**src/rtl/mmd_pkg.sv**
```systemverilog
// Package: shared widths, window function encoding and control fields for
// the indirect extended register bridge. Assumes 16-bit register data.
package mmd_pkg;

    localparam int DATA_W = 16;
    localparam int REG_AW = 5;
    localparam int PTR_W  = 16;
    localparam int DEV_W  = 5;

    // Window function held in control bits [15:14]
    typedef enum logic [1:0] {
        FN_ADDR   = 2'b00,
        FN_DATA   = 2'b01,
        FN_INC_RW = 2'b10,
        FN_INC_WR = 2'b11
    } mmd_fn_e;

    typedef struct packed {
        mmd_fn_e          fn;
        logic [DEV_W-1:0] devad;
    } mmd_ctrl_t;

endpackage

```
**src/rtl/mmd_ctrl_reg.sv**
```systemverilog
// Control register: keeps the window function (top two data bits) and the
// device address (low DEV_W bits). Unused bits read back as zero.
// Assumes DATA_W > DEV_W + 2.
module mmd_ctrl_reg
    import mmd_pkg::*;
#(
    parameter int DW = DATA_W,
    parameter int DVW = DEV_W
) (
    input  logic          clk,
    input  logic          rst_n,
    input  logic          wr_en,
    input  logic [DW-1:0] wdata,
    output mmd_ctrl_t     ctrl,
    output logic [DW-1:0] rdata
);

    localparam int FN_LSB = DW - 2;

    logic [1:0]     fn_q;
    logic [DVW-1:0] dev_q;

    // Capture the two fields on a control write
    always_ff @(posedge clk) begin
        if (!rst_n) begin
            fn_q  <= 2'b00;
            dev_q <= '0;
        end else if (wr_en) begin
            fn_q  <= wdata[DW-1:FN_LSB];
            dev_q <= wdata[DVW-1:0];
        end
    end

    assign ctrl.fn    = mmd_fn_e'(fn_q);
    assign ctrl.devad = dev_q;

    // Readback: fields at their positions, zero elsewhere
    for (genvar b = 0; b < DW; b++) begin : g_rb
        if (b < DVW) begin : g_dev
            assign rdata[b] = dev_q[b];
        end else if (b >= FN_LSB) begin : g_fn
            assign rdata[b] = fn_q[b-FN_LSB];
        end else begin : g_zero
            assign rdata[b] = 1'b0;
        end
    end


    ctrl_store_chk: assert property (@(posedge clk) disable iff (!rst_n)
        wr_en |=> (rdata[DW-1:FN_LSB] == $past(wdata[DW-1:FN_LSB])) &&
                  (rdata[DVW-1:0] == $past(wdata[DVW-1:0])));

endmodule

```
**src/rtl/mmd_addr_ptr.sv**
```systemverilog
// Address pointer: loads from the window, or steps by one with natural
// wrap. Assumes load and inc are never requested together (load wins).
module mmd_addr_ptr #(
    parameter int PW = 16
) (
    input  logic          clk,
    input  logic          rst_n,
    input  logic          load,
    input  logic [PW-1:0] load_val,
    input  logic          inc,
    output logic [PW-1:0] ptr
);

    // Pointer register with load priority over increment
    always_ff @(posedge clk) begin
        if (!rst_n)    ptr <= '0;
        else if (load) ptr <= load_val;
        else if (inc)  ptr <= ptr + 1'b1;
    end


    ptr_load_chk: assert property (@(posedge clk) disable iff (!rst_n)
        load |=> ptr == $past(load_val));


    ptr_step_chk: assert property (@(posedge clk) disable iff (!rst_n)
        (inc && !load) |=> ptr == PW'($past(ptr) + 1'b1));


    ptr_wrap_chk: assert property (@(posedge clk) disable iff (!rst_n)
        (inc && !load && (&ptr)) |=> ptr == '0);


    ptr_hold_chk: assert property (@(posedge clk) disable iff (!rst_n)
        (!inc && !load) |=> $stable(ptr));

endmodule

```
**src/rtl/mmd_access_decode.sv**
```systemverilog
// Access decoder: classifies each host access as control, window or
// pass-through, applies the device gate and self-window refusal, steers
// strobes and read data, and requests pointer loads and increments.
// Purely combinational; clk and rst_n serve only its assertions.
module mmd_access_decode
    import mmd_pkg::*;
#(
    parameter int DW = DATA_W,
    parameter int AW = REG_AW,
    parameter int PW = PTR_W,
    parameter logic [AW-1:0] CTRL_ADDR = 5'h0D,
    parameter logic [AW-1:0] DATA_ADDR = 5'h0E,
    parameter logic [DEV_W-1:0] VENDOR_DEV = 5'h1F
) (
    input  logic          clk,
    input  logic          rst_n,
    input  logic [AW-1:0] host_addr,
    input  logic          host_wr,
    input  logic          host_rd,
    input  logic [DW-1:0] host_wdata,
    output logic [DW-1:0] host_rdata,
    input  mmd_ctrl_t     ctrl,
    input  logic [DW-1:0] ctrl_rdata,
    output logic          ctrl_wr,
    input  logic [PW-1:0] ptr,
    output logic          ptr_load,
    output logic          ptr_inc,
    output logic [AW-1:0] std_addr,
    output logic          std_wr,
    output logic          std_rd,
    output logic [DW-1:0] std_wdata,
    input  logic [DW-1:0] std_rdata,
    output logic [PW-1:0] ext_addr,
    output logic          ext_wr,
    output logic          ext_rd,
    output logic [DW-1:0] ext_wdata,
    input  logic [DW-1:0] ext_rdata
);

    localparam logic [PW-1:0] STD_TOP = PW'(2 ** AW);

    logic wr, rd;
    logic hit_ctrl, hit_data, hit_std;
    logic dev_ok, data_fn, ptr_low, ptr_self;
    logic ind_go, ind_std, ind_ext;

    // Write wins over a simultaneous read
    always_comb begin
        wr = host_wr;
        rd = host_rd & ~host_wr;
    end

    // Classify the access and the pointer target
    always_comb begin
        hit_ctrl = (host_addr == CTRL_ADDR);
        hit_data = (host_addr == DATA_ADDR);
        hit_std  = !hit_ctrl && !hit_data;
        dev_ok   = (ctrl.devad == VENDOR_DEV);
        data_fn  = (ctrl.fn != FN_ADDR);
        ptr_low  = (ptr < STD_TOP);
        ptr_self = ptr_low && ((ptr[AW-1:0] == CTRL_ADDR) ||
                               (ptr[AW-1:0] == DATA_ADDR));
        ind_go   = hit_data && dev_ok && data_fn && !ptr_self;
        ind_std  = ind_go && ptr_low;
        ind_ext  = ind_go && !ptr_low;
    end

    // Downstream strobes and addresses
    always_comb begin
        std_addr  = hit_std ? host_addr : ptr[AW-1:0];
        std_wr    = wr && (hit_std || ind_std);
        std_rd    = rd && (hit_std || ind_std);
        std_wdata = host_wdata;
        ext_addr  = ptr;
        ext_wr    = wr && ind_ext;
        ext_rd    = rd && ind_ext;
        ext_wdata = host_wdata;
        ctrl_wr   = wr && hit_ctrl;
    end

    // Pointer load in address function and post-increment by function
    always_comb begin
        ptr_load = wr && hit_data && dev_ok && !data_fn;
        unique case (ctrl.fn)
            FN_INC_RW: ptr_inc = ind_go && (wr || rd);
            FN_INC_WR: ptr_inc = ind_go && wr;
            default:   ptr_inc = 1'b0;
        endcase
    end

    // Read data steering; refused accesses read zero
    always_comb begin
        if (hit_ctrl)      host_rdata = ctrl_rdata;
        else if (hit_std)  host_rdata = std_rdata;
        else if (!dev_ok)  host_rdata = '0;
        else if (!data_fn) host_rdata = DW'(ptr);
        else if (ind_std)  host_rdata = std_rdata;
        else if (ind_ext)  host_rdata = ext_rdata;
        else               host_rdata = '0;
    end


    dev_gate_chk: assert property (@(posedge clk) disable iff (!rst_n)
        (host_addr == DATA_ADDR && ctrl.devad != VENDOR_DEV) |->
            (!std_wr && !std_rd && !ext_wr && !ext_rd && !ptr_inc && !ptr_load &&
             host_rdata == '0));


    self_block_chk: assert property (@(posedge clk) disable iff (!rst_n)
        (host_addr == DATA_ADDR && ctrl.fn != FN_ADDR &&
         (ptr == PW'(CTRL_ADDR) || ptr == PW'(DATA_ADDR))) |->
            (!std_wr && !std_rd && !ext_wr && !ext_rd && !ptr_inc && host_rdata == '0));


    wr_only_chk: assert property (@(posedge clk) disable iff (!rst_n)
        (host_rd && !host_wr && ctrl.fn == FN_INC_WR) |-> !ptr_inc);


    one_target_chk: assert property (@(posedge clk) disable iff (!rst_n)
        $onehot0({std_wr, std_rd, ext_wr, ext_rd}));


    wr_wins_chk: assert property (@(posedge clk) disable iff (!rst_n)
        (host_wr && host_rd) |-> (!std_rd && !ext_rd));

endmodule

```
**src/rtl/mmd_indirect_access.sv**
```systemverilog
// Top: indirect extended register bridge. Joins the control register, the
// address pointer and the access decoder. Assumes one access per strobe
// cycle and read data from both downstream ports valid in the same cycle.
module mmd_indirect_access
    import mmd_pkg::*;
#(
    parameter int DW = DATA_W,
    parameter int AW = REG_AW,
    parameter int PW = PTR_W,
    parameter logic [AW-1:0] CTRL_ADDR = 5'h0D,
    parameter logic [AW-1:0] DATA_ADDR = 5'h0E,
    parameter logic [DEV_W-1:0] VENDOR_DEV = 5'h1F
) (
    input  logic          clk,
    input  logic          rst_n,
    input  logic [AW-1:0] host_addr,
    input  logic          host_wr,
    input  logic          host_rd,
    input  logic [DW-1:0] host_wdata,
    output logic [DW-1:0] host_rdata,
    output logic [AW-1:0] std_addr,
    output logic          std_wr,
    output logic          std_rd,
    output logic [DW-1:0] std_wdata,
    input  logic [DW-1:0] std_rdata,
    output logic [PW-1:0] ext_addr,
    output logic          ext_wr,
    output logic          ext_rd,
    output logic [DW-1:0] ext_wdata,
    input  logic [DW-1:0] ext_rdata
);

    mmd_ctrl_t     ctrl;
    logic [DW-1:0] ctrl_rdata;
    logic          ctrl_wr;
    logic [PW-1:0] ptr;
    logic          ptr_load;
    logic          ptr_inc;

    mmd_ctrl_reg #(.DW(DW), .DVW(DEV_W)) u_ctrl (
        .clk   (clk),
        .rst_n (rst_n),
        .wr_en (ctrl_wr),
        .wdata (host_wdata),
        .ctrl  (ctrl),
        .rdata (ctrl_rdata)
    );

    mmd_addr_ptr #(.PW(PW)) u_ptr (
        .clk      (clk),
        .rst_n    (rst_n),
        .load     (ptr_load),
        .load_val (PW'(host_wdata)),
        .inc      (ptr_inc),
        .ptr      (ptr)
    );

    mmd_access_decode #(
        .DW(DW), .AW(AW), .PW(PW),
        .CTRL_ADDR(CTRL_ADDR), .DATA_ADDR(DATA_ADDR), .VENDOR_DEV(VENDOR_DEV)
    ) u_dec (
        .clk        (clk),
        .rst_n      (rst_n),
        .host_addr  (host_addr),
        .host_wr    (host_wr),
        .host_rd    (host_rd),
        .host_wdata (host_wdata),
        .host_rdata (host_rdata),
        .ctrl       (ctrl),
        .ctrl_rdata (ctrl_rdata),
        .ctrl_wr    (ctrl_wr),
        .ptr        (ptr),
        .ptr_load   (ptr_load),
        .ptr_inc    (ptr_inc),
        .std_addr   (std_addr),
        .std_wr     (std_wr),
        .std_rd     (std_rd),
        .std_wdata  (std_wdata),
        .std_rdata  (std_rdata),
        .ext_addr   (ext_addr),
        .ext_wr     (ext_wr),
        .ext_rd     (ext_rd),
        .ext_wdata  (ext_wdata),
        .ext_rdata  (ext_rdata)
    );


    reset_state_chk: assert property (@(posedge clk)
        $rose(rst_n) |-> (ctrl_rdata == '0 && ptr == '0));

endmodule

```
**config.mk**
```make
export PLATFORM = sky130hd
export DESIGN_NAME = mmd_indirect_access
export DESIGN_NICKNAME = d
export VERILOG_FILES = /design/src/rtl/mmd_pkg.sv /design/src/rtl/mmd_ctrl_reg.sv /design/src/rtl/mmd_addr_ptr.sv /design/src/rtl/mmd_access_decode.sv /design/src/rtl/mmd_indirect_access.sv
export SDC_FILE = /design/constraint.sdc
export NUM_CORES = 1
export LEC_CHECK = 0
export ABC_AREA = 0
export ABC_CLOCK_PERIOD_IN_PS = 2000
export BUFFER_PORTS_ARGS = -buffer_cell sky130_fd_sc_hd__buf_2
export CORE_ASPECT_RATIO = 0.8
export CORE_MARGIN = 5
export CORE_UTILIZATION = 40
export DETAILED_ROUTE_END_ITERATION = 16
export PLACE_DENSITY = 0.78
export SYNTH_ARGS = -nofsm -noshare
export SYNTH_HDL_FRONTEND = slang
export SYNTH_SLANG_ARGS = --single-unit
```
**constraint.sdc**
```tcl
create_clock -name clk -period 2 [get_ports clk]
set_input_delay 0.1 -clock clk [delete_from_list [all_inputs] [get_ports clk]]
set_output_delay 0.1 -clock clk [all_outputs]
set_load 0.02 [all_outputs]
```
==> impl_metrics.ini <==
[clock_tree]
root_buffer = clkbuf_8
postCtsHoldBufs = 0
insertion_delay_ns = 0.26
ctsLongestPathBuffers = 2
clock_sinks = 23
clk_pin_slew_ns = 0.09
h-tree-depth = 1
numCtsBuffers = 3
cts_tree = done

[power]
ir_drop_uv = 281
clkPwrFrac = 0.266
finalPower_uw = 1110
pwr-share-comb = 0.325
leakage_uw = 0.00160
p_seq_frac = 0.410
p_int_uw = 746
power.density_nw_per_um2 = 305
swShare = 0.329
switching_power_uw = 366

[worst_hold_path]
hold_depth = 3
hp-class = primary input to flop

[sta]
skew_ns = 0.00291
slew_viol_final = 0
fmax_mhz = 468
max_slew_margin = 0.674
grt_setup_unrepaired = yes
fin_crit_sh = 1.07
setup_viol = 18
worst_slack_ns = -0.139
tightest_slew_ns = 0.488
min_period_ns = 2.14
final_hold_viol_count = 0

[critical_path]
slowest_delay_ns = 0.39
path_cells = inv_4 -> ha_4 -> o211ai_1 -> nand2b_4 -> buf_6 -> and3_1 -> a211oi_2 -> o21ai_1 -> buf_4
startpoint_type = flop
cp.arrival_ns = 2.04
r2r_cells = 9
cpMaxStageDelayCell = dfxtp_4
cp-end-kind = output pin
critPathMaxFanout = 7
worst_ep_required_time_ns = 1.90
critPathKind = flop to output pin

[cells_and_area]
num_antenna_cells = 0
fin_nets = 524
drive_gt1_frac = 0.533
fill_cells = 477
syn_to_final_growth_pct = 53.5

[outcome]
violations = setup timing
status = finished, violations left

[drt]
dr.pass1.iters = 6
wl_per_cell_um = 18.7
dr_total_vias = 3340
drt-initial-drc-count = 373
ant_nets = 0
routed_wirelength_um = 10200
viasPerCell = 6.14
drc = 0

[die]
core_um2 = 5850
die_w_um = 96.1
die-area_um2 = 7580
fp.dieH_um = 78.9
rows = 25
io_pins = 130
start_util = 0.406

[synthesis]
muxShareOfSynthArea = 0.0132
yosysTopAreaCell = dfxtp_1
avgSynthCellArea_um2 = 7.15
synth_xor_xnor_area_share = 0.0221
syn_area_um2 = 2370
synthArstFlopShare = 0
synth_area_leaders = dfxtp_1 (19%), buf_4 (11%), o21ai_0 (5.7%)
ys_types = 54
yosysTopAreaCellShare = 0.194
synthCells = 332
synth_compound_area_frac = 0.305
yosys_most_used_dff = dfxtp_1
synth-edff-count = 0
synth_most_common_cell = buf_4
synthSimpleGateAreaFrac = 0.287
ys_warn_count = 0
ys_ff_latch = 23
synth_top_family_by_area = compound AO/OA/AOI/OAI gates
synthTopCellsByCount = buf_4 (34), nand2_1 (30), o21ai_0 (27)
syn-num-nets = 392
ys_seq_area_frac = 0.194
yosys.area_share.adder = 0.0158

[flow_run]
maxCapViolCount = 0

[global_routing]
grt_max_degree = 16
antenna_found_initial = 0
overflow = 0
grt_pass1_wl_um = 15100
track_usage = 0.244
grt_pass1_vias = 3032

[placed_design]
gp_congestion = 0.968
port-buffer-count = 129
dp_hpwl_um = 7180
dpl_worst_slack_ns = -0.0119
logic make-up (layout without fill, tap and decap cells):
group	count (synthesis)	in the layout
AND/OR/NAND/NOR	126	126
XOR/XNOR	6	6
flip-flops	23	23
buffers and inverters	65	196
adder cells (fa/ha/maj)	3	3
multiplexers	3	3
AO/OA/AOI/OAI	106	106
registers in the layout, summed over array words and instances, names as in the netlist:
signal and count:
u_ctrl.fn_q 2, u_ptr.ptr 16, u_ctrl.dev_q 5
stage by stage:
| stage | hold slack, ns | TNS, ns | instance area (µm²) | cells | utilization |
|---|---|---|---|---|---|
| final | 0.104 | -1.76 | 3640 | 544 | 0.623 |
| after global routing | 0.0970 | -3.01 | 3640 | 544 | 0.623 |
| after CTS | 0.112 | -0.704 | 3460 | 539 | 0.592 |
| after detailed placement | 0.390 | -0.0139 | 3130 | 527 | 0.534 |
| after global placement | 0.386 | 0 | 3130 | 527 | 0.534 |
| after floorplan | 0.247 | 0 | 2390 | 332 | - |
repair_timing:
item                       CTS  global route
cloned                       2             0
setup endpoints to repair   18            34
gates resized for setup     57            35
pin swaps                   27            14
setup buffers                6             5
cells in the final DEF, fill, tap and decap left out, types with 4 or more instances in the layout:
cell type,n
nand3_1,19
buf_4,58
nor3_1,6
a31oi_1,4
nand2_1,29
and3_1,9
o22a_1,4
and3_4,5
a21oi_2,4
nand4_1,6
buf_2,112
dfxtp_2,7
o21ai_1,9
xnor2_1,6
nor4_1,5
and4_1,4
inv_1,5
a211oi_1,7
o21ai_0,18
a21oi_1,18
nor2_1,13
buf_6,11
dfxtp_1,13
a221o_1,5
a211oi_2,9
per-layer routing:
metal,up-vias,global-route usage,wire (µm)
met5,-,0,0
met4,0,0.0597,247
met3,39,0.0530,1250
met2,252,0.398,4670
met1,1565,0.324,4000
li1,1484,-,-
power by group through the flow:
| stage | clock network (µW) | logic (µW) | registers (µW) |
|---|---|---|---|
| after floorplan | 0 | 214 | 467 |
| after detailed placement | 0 | 318 | 468 |
| after global routing | 320 | 382 | 456 |
| after global placement | 0 | 313 | 468 |
| after CTS | 286 | 342 | 457 |
| final | 295 | 361 | 456 |
worst paths after layout:
kind / slack [ns] / startpoint / end
worst min-delay path: 0.10 / host_wdata[12] / u_ptr.ptr[12]
worst max register to register: -0.11 / u_ptr.ptr[1] / u_ptr.ptr[15]
worst max-delay path: -0.14 / u_ptr.ptr[1] / host_rdata[5]
worst min register to register: 0.50 / u_ctrl.dev_q[0] / u_ctrl.dev_q[0]
cell type report:
cell class | count | area [µm²] | area share
Multi-Input combinational cell | 244 | 1790 | 0.491
Timing Repair Buffer | 184 | 1190 | 0.327
Sequential cell | 23 | 480 | 0.132
Inverter | 8 | 35.0 | 0.00962
Tap cell | 81 | 101 | 0.0278
Clock buffer | 3 | 41.3 | 0.0113
Clock inverter | 1 | 5.00 | 0.00137
worst max-delay path: cells and delay by family (launching register included):
kind,cells,cell delay [ns]
adder cells (fa/ha/maj),1,0.16
AO/OA/AOI/OAI,3,0.42
flip-flops,1,0.39
buffers and inverters,3,0.37
AND/OR/NAND/NOR,2,0.43
Power figures use the tool's default switching activity.
